===== src/rtl/rxwm_pkg.sv =====
package rxwm_pkg;

  // Conditions the datapath evaluates for the control
  typedef struct packed {
    logic aboveMark;
    logic levelZero;
    logic noBuffer;
    logic markInvalid;
  } rxwmStatusT;

  // Strobes the control hands back to the datapath
  typedef struct packed {
    logic reqWindow;
    logic holdState;
  } rxwmStrobeT;

endpackage


===== src/rtl/rxwm_datapath.sv =====
module rxwm_datapath
  import rxwm_pkg::*;
#(
  parameter int THR_W  = 7,
  parameter int LVL_W  = 8,
  parameter int ADDR_W = 32,
  parameter int DEPTH  = 128
) (
  input  logic [THR_W-1:0]  thrField,
  input  logic              mulX2En,
  input  logic              mulX4En,
  input  logic              modeSel,
  input  logic              holdSeen,
  input  logic [ADDR_W-1:0] curDescAddr,
  input  logic [ADDR_W-1:0] lastDescAddr,
  input  logic [LVL_W-1:0]  fifoLevel,
  input  logic              dmaAck,
  input  rxwmStrobeT        strobe,
  output rxwmStatusT        status,
  output logic              dmaReq,
  output logic              fifoPop,
  output logic              cfgWarn
);

  localparam int MARK_W = THR_W + 3;
  localparam int CMP_W  = (MARK_W > LVL_W) ? MARK_W + 1 : LVL_W + 1;

  logic [MARK_W-1:0] scaledMark;
  logic [CMP_W-1:0]  markWide;
  logic [CMP_W-1:0]  levelWide;
  logic              bothScales;

  // Threshold scaling: shift by the selected power of two
  always_comb begin
    unique case ({mulX4En, mulX2En})
      2'b00:   scaledMark = MARK_W'(thrField);
      2'b01:   scaledMark = MARK_W'(thrField) << 1;
      2'b10:   scaledMark = MARK_W'(thrField) << 2;
      default: scaledMark = MARK_W'(thrField) << 3;
    endcase
  end

  assign markWide   = CMP_W'(scaledMark);
  assign levelWide  = CMP_W'(fifoLevel);
  assign bothScales = mulX2En & mulX4En;

  always_comb begin
    status.aboveMark   = levelWide > markWide;
    status.levelZero   = (fifoLevel == '0);
    status.markInvalid = markWide >= CMP_W'(DEPTH);
    status.noBuffer    = modeSel ? (curDescAddr == lastDescAddr) : holdSeen;
  end

  assign dmaReq  = strobe.reqWindow;
  assign fifoPop = strobe.reqWindow & dmaAck;
  assign cfgWarn = bothScales | status.markInvalid;

endmodule


===== src/rtl/rxwm_control.sv =====
module rxwm_control
  import rxwm_pkg::*;
(
  input  logic       clk,
  input  logic       rstN,
  input  rxwmStatusT status,
  output rxwmStrobeT strobe
);

  typedef enum logic {IDLE = 1'b0, DRAIN = 1'b1} drainStateT;

  drainStateT stateQ, stateD;

  always_comb begin
    stateD = stateQ;
    unique case (stateQ)
      IDLE:    if (status.aboveMark && !status.markInvalid) stateD = DRAIN;
      default: if (status.levelZero) stateD = IDLE;
    endcase
  end

  always_ff @(posedge clk) begin
    if (!rstN) stateQ <= IDLE;
    else       stateQ <= stateD;
  end

  always_comb begin
    strobe.holdState = (stateQ == DRAIN) & status.noBuffer;
    strobe.reqWindow = (stateQ == DRAIN) & ~status.levelZero &
                       ~status.noBuffer & ~status.markInvalid;
  end

endmodule


===== src/rtl/rx_watermark_dma.sv =====
module rx_watermark_dma
  import rxwm_pkg::*;
#(
  parameter int THR_W  = 7,
  parameter int LVL_W  = 8,
  parameter int ADDR_W = 32,
  parameter int DEPTH  = 128
) (
  input  logic              clk,
  input  logic              rstN,
  input  logic [THR_W-1:0]  thrField,
  input  logic              mulX2En,
  input  logic              mulX4En,
  input  logic              modeSel,
  input  logic              holdSeen,
  input  logic [ADDR_W-1:0] curDescAddr,
  input  logic [ADDR_W-1:0] lastDescAddr,
  input  logic [LVL_W-1:0]  fifoLevel,
  input  logic              dmaAck,
  output logic              dmaReq,
  output logic              fifoPop,
  output logic              cfgWarn
);

  rxwmStatusT statusBus;
  rxwmStrobeT strobeBus;

  rxwm_datapath #(
    .THR_W(THR_W), .LVL_W(LVL_W), .ADDR_W(ADDR_W), .DEPTH(DEPTH)
  ) u_dp (
    .thrField(thrField), .mulX2En(mulX2En), .mulX4En(mulX4En),
    .modeSel(modeSel), .holdSeen(holdSeen),
    .curDescAddr(curDescAddr), .lastDescAddr(lastDescAddr),
    .fifoLevel(fifoLevel), .dmaAck(dmaAck),
    .strobe(strobeBus), .status(statusBus),
    .dmaReq(dmaReq), .fifoPop(fifoPop), .cfgWarn(cfgWarn)
  );

  rxwm_control u_ctl (
    .clk(clk), .rstN(rstN), .status(statusBus), .strobe(strobeBus)
  );

endmodule


===== config.mk =====
export PLATFORM = sky130hd
export DESIGN_NAME = rx_watermark_dma
export DESIGN_NICKNAME = d
export VERILOG_FILES = /design/src/rtl/rxwm_pkg.sv /design/src/rtl/rxwm_datapath.sv /design/src/rtl/rxwm_control.sv /design/src/rtl/rx_watermark_dma.sv
export SDC_FILE = /design/constraint.sdc
export NUM_CORES = 1
export LEC_CHECK = 0
export BUFFER_PORTS_ARGS = -buffer_cell sky130_fd_sc_hd__buf_2
export CAP_MARGIN = 20
export CORE_MARGIN = 1.5
export CORE_UTILIZATION = 34
export DETAILED_ROUTE_END_ITERATION = 16
export GPL_TIMING_DRIVEN = 0
export PLACE_DENSITY = 0.81
export SLEW_MARGIN = 0
export SYNTH_ARGS = -nofsm -noshare
export SYNTH_HDL_FRONTEND = slang
export SYNTH_SLANG_ARGS = --single-unit

===== constraint.sdc =====
create_clock -name clk -period 2.95 [get_ports clk]
set_clock_uncertainty 0.15 [all_clocks]
set_input_delay 0.7375 -clock clk [delete_from_list [all_inputs] [get_ports clk]]
set_output_delay 0.7375 -clock clk [all_outputs]
set_load 0.05 [all_outputs]

**Yosys cells after proc, flatten, opt, wreduce, memory -nomap -nowiden**

Cells that the tools add are included.

- Eq/ne operators: 3
- Bitwise logic cells: 9
- Mux-type cells: 5
- Reductions and logical operators: 4
- Order comparisons: 2

Operator list:

| operator | count |
|---|---|
| 32-bit equality test | 1 |
| 10-bit one-hot mux with 3 select lines | 1 |
| 10-bit by 8-bit >= comparator with 1-bit output, second input constant | 1 |
| 8-bit by 10-bit > comparator with 1-bit output | 1 |
| 8-bit logical NOT | 1 |
| 1-bit bitwise AND | 5 |
| 1-bit two-way mux | 4 |
| 1-bit inverter | 3 |
| 2-bit by 1-bit equality test with 1-bit output, second input constant | 1 |
| 2-bit equality test, second input constant | 1 |
| 2-bit logical NOT | 1 |
| 1-bit logical AND | 1 |
| 1-bit logical NOT | 1 |
| 1-bit bitwise OR | 1 |

- Input bits: 86
- Output and inout port bits: 3
- Bits in registers: 1

**Depth between registers and ports, before layout**

- Word-level depth: 7
- Depth in mapped cells: 11
- Mapped depth without buffers: 10

**Modules after synthesis**

From an unflattened synthesis, not the netlist that was laid out.

- Cell total of the unflattened synthesis: 103
- Area total of the unflattened synthesis: 830.8 um^2

Modules (own cells, without submodules):

| module | area an instance (um^2) | instances | cells each |
|---|---|---|---|
| rxwm_datapath | 757.0 | 1 | 97 |
| rxwm_control | 73.8 | 1 | 6 |

**Least setup slack after synthesis**

No wires, ideal clock.

- Path type: input port to output port
- From: input mulX2En
- To: output fifoPop
- Path buffers: 1
- Stages: 5
- Arrival time: 2.448 ns
- Path slack: -0.385 ns
- Cells stage by stage: buf_6 inv_1 o21ai_1 a211o_1 nor3b_1

- Longest elaborated chain between the ends: 6

RTL lines:

| item | RTL line | RTL |
|---|---|---|
| from (decl) | rx_watermark_dma.sv:12 | `input logic mulX2En,` |
| 2-bit equality test (tied with other cells) | rxwm_datapath.sv:35 | `unique case ({mulX4En, mulX2En})` |
| 10-bit one-hot mux with 3 select lines * | rxwm_datapath.sv:35 |  |
| 10-bit by 8-bit >= comparator with 1-bit output * | rxwm_datapath.sv:50 | `status.markInvalid = markWide >= CMP_W'(DEPTH);` |
| 1-bit inverter * | rxwm_control.sv:30 | `~status.noBuffer & ~status.markInvalid;` |
| 1-bit bitwise AND * | rxwm_control.sv:30 |  |
| 1-bit bitwise AND * | rxwm_datapath.sv:55 | `assign fifoPop = strobe.reqWindow & dmaAck;` |
| to (decl) | rx_watermark_dma.sv:21 | `output logic fifoPop,` |

Mark *: on every way between the ends. The rest lies on a longest branch, timed or not.

**Final worst setup path**

- From: input lastDescAddr[31]
- To: output dmaReq

- Longest elaborated chain between the ends: 5

RTL lines:

| item | RTL line | RTL |
|---|---|---|
| from (decl) | rx_watermark_dma.sv:17 | `input logic [ADDR_W-1:0] lastDescAddr,` |
| 32-bit equality test | rxwm_datapath.sv:51 | `status.noBuffer = modeSel ? (curDescAddr == lastDescAddr) : holdSeen;` |
| 1-bit two-way mux | rxwm_datapath.sv:51 |  |
| 1-bit inverter | rxwm_control.sv:30 |  |
| 1-bit bitwise AND | rxwm_control.sv:29 | `strobe.reqWindow = (stateQ == DRAIN) & ~status.levelZero &` |
| 1-bit bitwise AND | rxwm_control.sv:30 |  |
| to (decl) | rx_watermark_dma.sv:20 | `output logic dmaReq,` |

No other way between the ends.

==> run_results.csv <==
group,metric,value,unit
worst_setup_path,critical_path_arrival,1.94,ns
yosys,synth_edf_count,0,
sta,final-setup-viol-count,0,
pwr,cellPowerDensity,150.3,nW/um^2
finish,nNetsFinal,287,
worst_setup_path,critical_path.max_fanout,2,
sta,maxSlewHeadroom,0.7646,
sta,fmax,353.9,MHz
yosys,synthAdderAreaFrac,0.1280,
drt,dr.pass1.iters,4,
hold_path,hp-start,"u_ctl.stateQ",
worst_setup_path,path_buf_inv,2,
die,die_x,50.96,um
yosys,synthSimpleGateAreaFrac,0.2208,
yosys,syn_area_per_cell,7.519,um^2
sta,worstMarginPinSlew,0.3531,ns
drt,routed_wl,2250,um
sta,period_minus_slack,2.825,ns
yosys,synthDominantCellAreaShare,0.3472,
place,dpl.hpwl,2094,um
yosys,postSynthCellCount,104,
pwr,worst_ir_drop_vdd,0.00008681,V
yosys,synth_warnings,0,
hold_path,hp-class,"register to register",
yosys,synthArstFlopShare,0,
worst_setup_path,cp.required,2.06,ns
worst_setup_path,critPathKind,"primary input to output port",
yosys,ys_ff_latch,1,
global_routing,grt_pass1_wl,3415,um
sta,rsz0062_at_grt,"false",
status,status,"finished clean",
worst_setup_path,ff2ff_path_depth,3,
drt,drtAntennaViolNets,0,
job,maxCapViolations,0,
global_routing,antenna_found_initial,0,
worst_setup_path,r2r_setup_slack,2.04,ns
worst_setup_path,cpLargestDelayFamily,"simple AND/OR/NAND/NOR gates",
yosys,synth_xor_area_frac,0.3584,
yosys,synth_area_leaders,"xor2_1 (35%), ha_1 (13%), nor4_1 (7.2%), mux2_2 (5.8%), mux2i_1 (5.1%)",
drt,avgRoutedWirePerCell,10.27,um
drt,first_iter_violations,1,
die,initial_core_util,0.3569,
yosys,synth_compound_area_frac,0.1200,
hold_path,whs_path_depth,2,
sta,setup_tns,0,ns
finish,drive_gt1_frac,0.5079,
die,ios,89,
yosys,netlist_area,782.0,um^2
die,die_h,50.96,um
finish,reg_top3,"u_ctl.stateQ x1",
worst_setup_path,worstReg2RegStart,"u_ctl.stateQ",
clock_network,postCtsSetupBuffers,0,
place,gp_congestion,0.7673,
die,core-area,2191,um^2
yosys,ys_types,25,
yosys,syn_nets,198,
finish,regMostFlops,"u_ctl.stateQ",
global_routing,grt_pass1_vias,953,
die,die_area,2597,um^2
sta,finalCritPeriodShare,0.9577,
worst_setup_path,critPathSlowestCell,"nor4_1",
pwr,power,192.1,uW
worst_setup_path,r2r-end,"u_ctl.stateQ",
global_routing,grt_overflow_total,0,
worst_setup_path,cp-end-kind,"output port",
yosys,synth_top_area_cell,"xor2_1",
yosys,yosysSeqAreaShare,0.02560,
yosys,synth_top_family_by_area,"XOR/XNOR gates",
die,num_rows,17,
global_routing,grt_max_degree,11,
hold_path,hold_path_end,"u_ctl.stateQ",
worst_setup_path,path_cells,"buf_2, xor2_1, nor4_1, nand3_1, nor3_2, nor2_1, buf_4",
yosys,synth_flop_cell,"dfxtp_1",
finish,area_delta_synth_final,63.52,%
finish,fillers,211,
pwr,leakage,0.0006861,uW
finish,largest_reg_flops,1,
clock_network,clkSlewWorstSetupHoldPaths,0,ns
clock_network,clkLatencyLatePin,0,ns
place,io_buffers,87,
sta,slew_violations,0,
worst_setup_path,slowest_delay,0.29,ns
worst_setup_path,cp-start-kind,"primary input",
yosys,synth_common_cells,"xor2_1 (31), nor4_1 (9), ha_1 (8), nand2_1 (8), a21oi_1 (6)",
finish,insertedDiodeCount,0,
drt,num_vias,1036,
drt,viasPerCell,4.731,
global_routing,grt.total_usage,0.1614,
drt,drc,0,
sta,hold_viol,0,
yosys,synth.most_common_cell,"xor2_1",
yosys,synthMuxAreaShare,0.1088,
-- metrics by stage --
stage	instance area, um^2	worst slack [ns]	cells	utilization	hold WS, ns
finish	1279	0.1247	219	0.5837	0.3411
floorplan	787.0	0.09163	104	-	0.3134
global placement	1257	0.07950	219	0.5740	0.3443
global route	1279	0.01130	219	0.5837	0.3703
detailed placement	1257	0.006596	219	0.5740	0.3414
CTS	1257	0.005331	219	0.5740	0.3471
-- per-layer routing --
metal | vias to the layer above | GRT usage | wire, um
li1 | 553 | - | -
met1 | 433 | 0.1796 | 857
met2 | 50 | 0.3377 | 1208
met3 | 0 | 0.01754 | 184
met4 | 0 | 0 | 0
met5 | - | 0 | 0
-- worst register-to-register path: cells and delay by family (launching register included) --
kind / cells / cell delay (ns)
flops: 1 / 0.30
simple gates: 2 / 0.26
compound gates: 1 / 0.13
-- layout make-up --
class / count / area (um^2) / area share
Inverter: 4 / 15.01 / 0.01174
Timing Repair Buffer: 87 / 444.2 / 0.3474
Tap cell: 28 / 35.03 / 0.02740
Buffer: 2 / 15.01 / 0.01174
Multi-Input combinational cell: 97 / 749.5 / 0.5861
Sequential cell: 1 / 20.02 / 0.01566
-- cell families (layout without fill, tap and decap cells) --
kind of cell / after synthesis / count (layout)
muxes: 8 / 8
buffers and inverters: 6 / 93
and+or+nand+nor: 33 / 33
xor gates and xnor gates: 32 / 32
adders and majority gates: 8 / 8
DFF: 1 / 1
AOI/OAI and AO/OA: 16 / 16
-- worst max path at each step --
stage	from	to	cells after the start
floorplan	mulX2En	dmaReq	5
global placement	lastDescAddr[15]	fifoPop	7
detailed placement	lastDescAddr[14]	fifoPop	7
CTS	lastDescAddr[14]	fifoPop	7
global route	lastDescAddr[8]	dmaReq	7
finish	lastDescAddr[31]	dmaReq	7
-- what timing repair did --
action	in CTS	in global routing
endpoints found under the hold margin	0	0
endpoints found under the setup margin	0	2
hold buffers	0	0
resized for setup	0	7
-- cell usage in the layout, fill, tap and decap left out, drive strengths merged --
cell type / synthesis / routed
ha: 8 / 8
clkbuf: 1 / 1
nor4: 9 / 9
a211o: 1 / 1
mux2: 4 / 4
nand3: 3 / 3
xnor2: 1 / 1
nor2: 5 / 5
o21ai: 5 / 5
a21o: 2 / 2
dfxtp: 1 / 1
inv: 4 / 4
nor3b: 1 / 1
or2: 1 / 1
mux2i: 4 / 4
nand4: 3 / 3
xor2: 31 / 31
a31oi: 1 / 1
a21oi: 6 / 6
nor3: 3 / 3
nand2: 8 / 8
buf: 1 / 88
o221ai: 1 / 1
-- report_power, final --
part | internal (uW) | leakage [uW] | switching (uW)
clock | 0 | 0 | 0
sequential | 15.7 | 0.00000825 | 1.24
combinational | 92.7 | 0.000678 | 82.5
(Power assumes the default switching activity.)
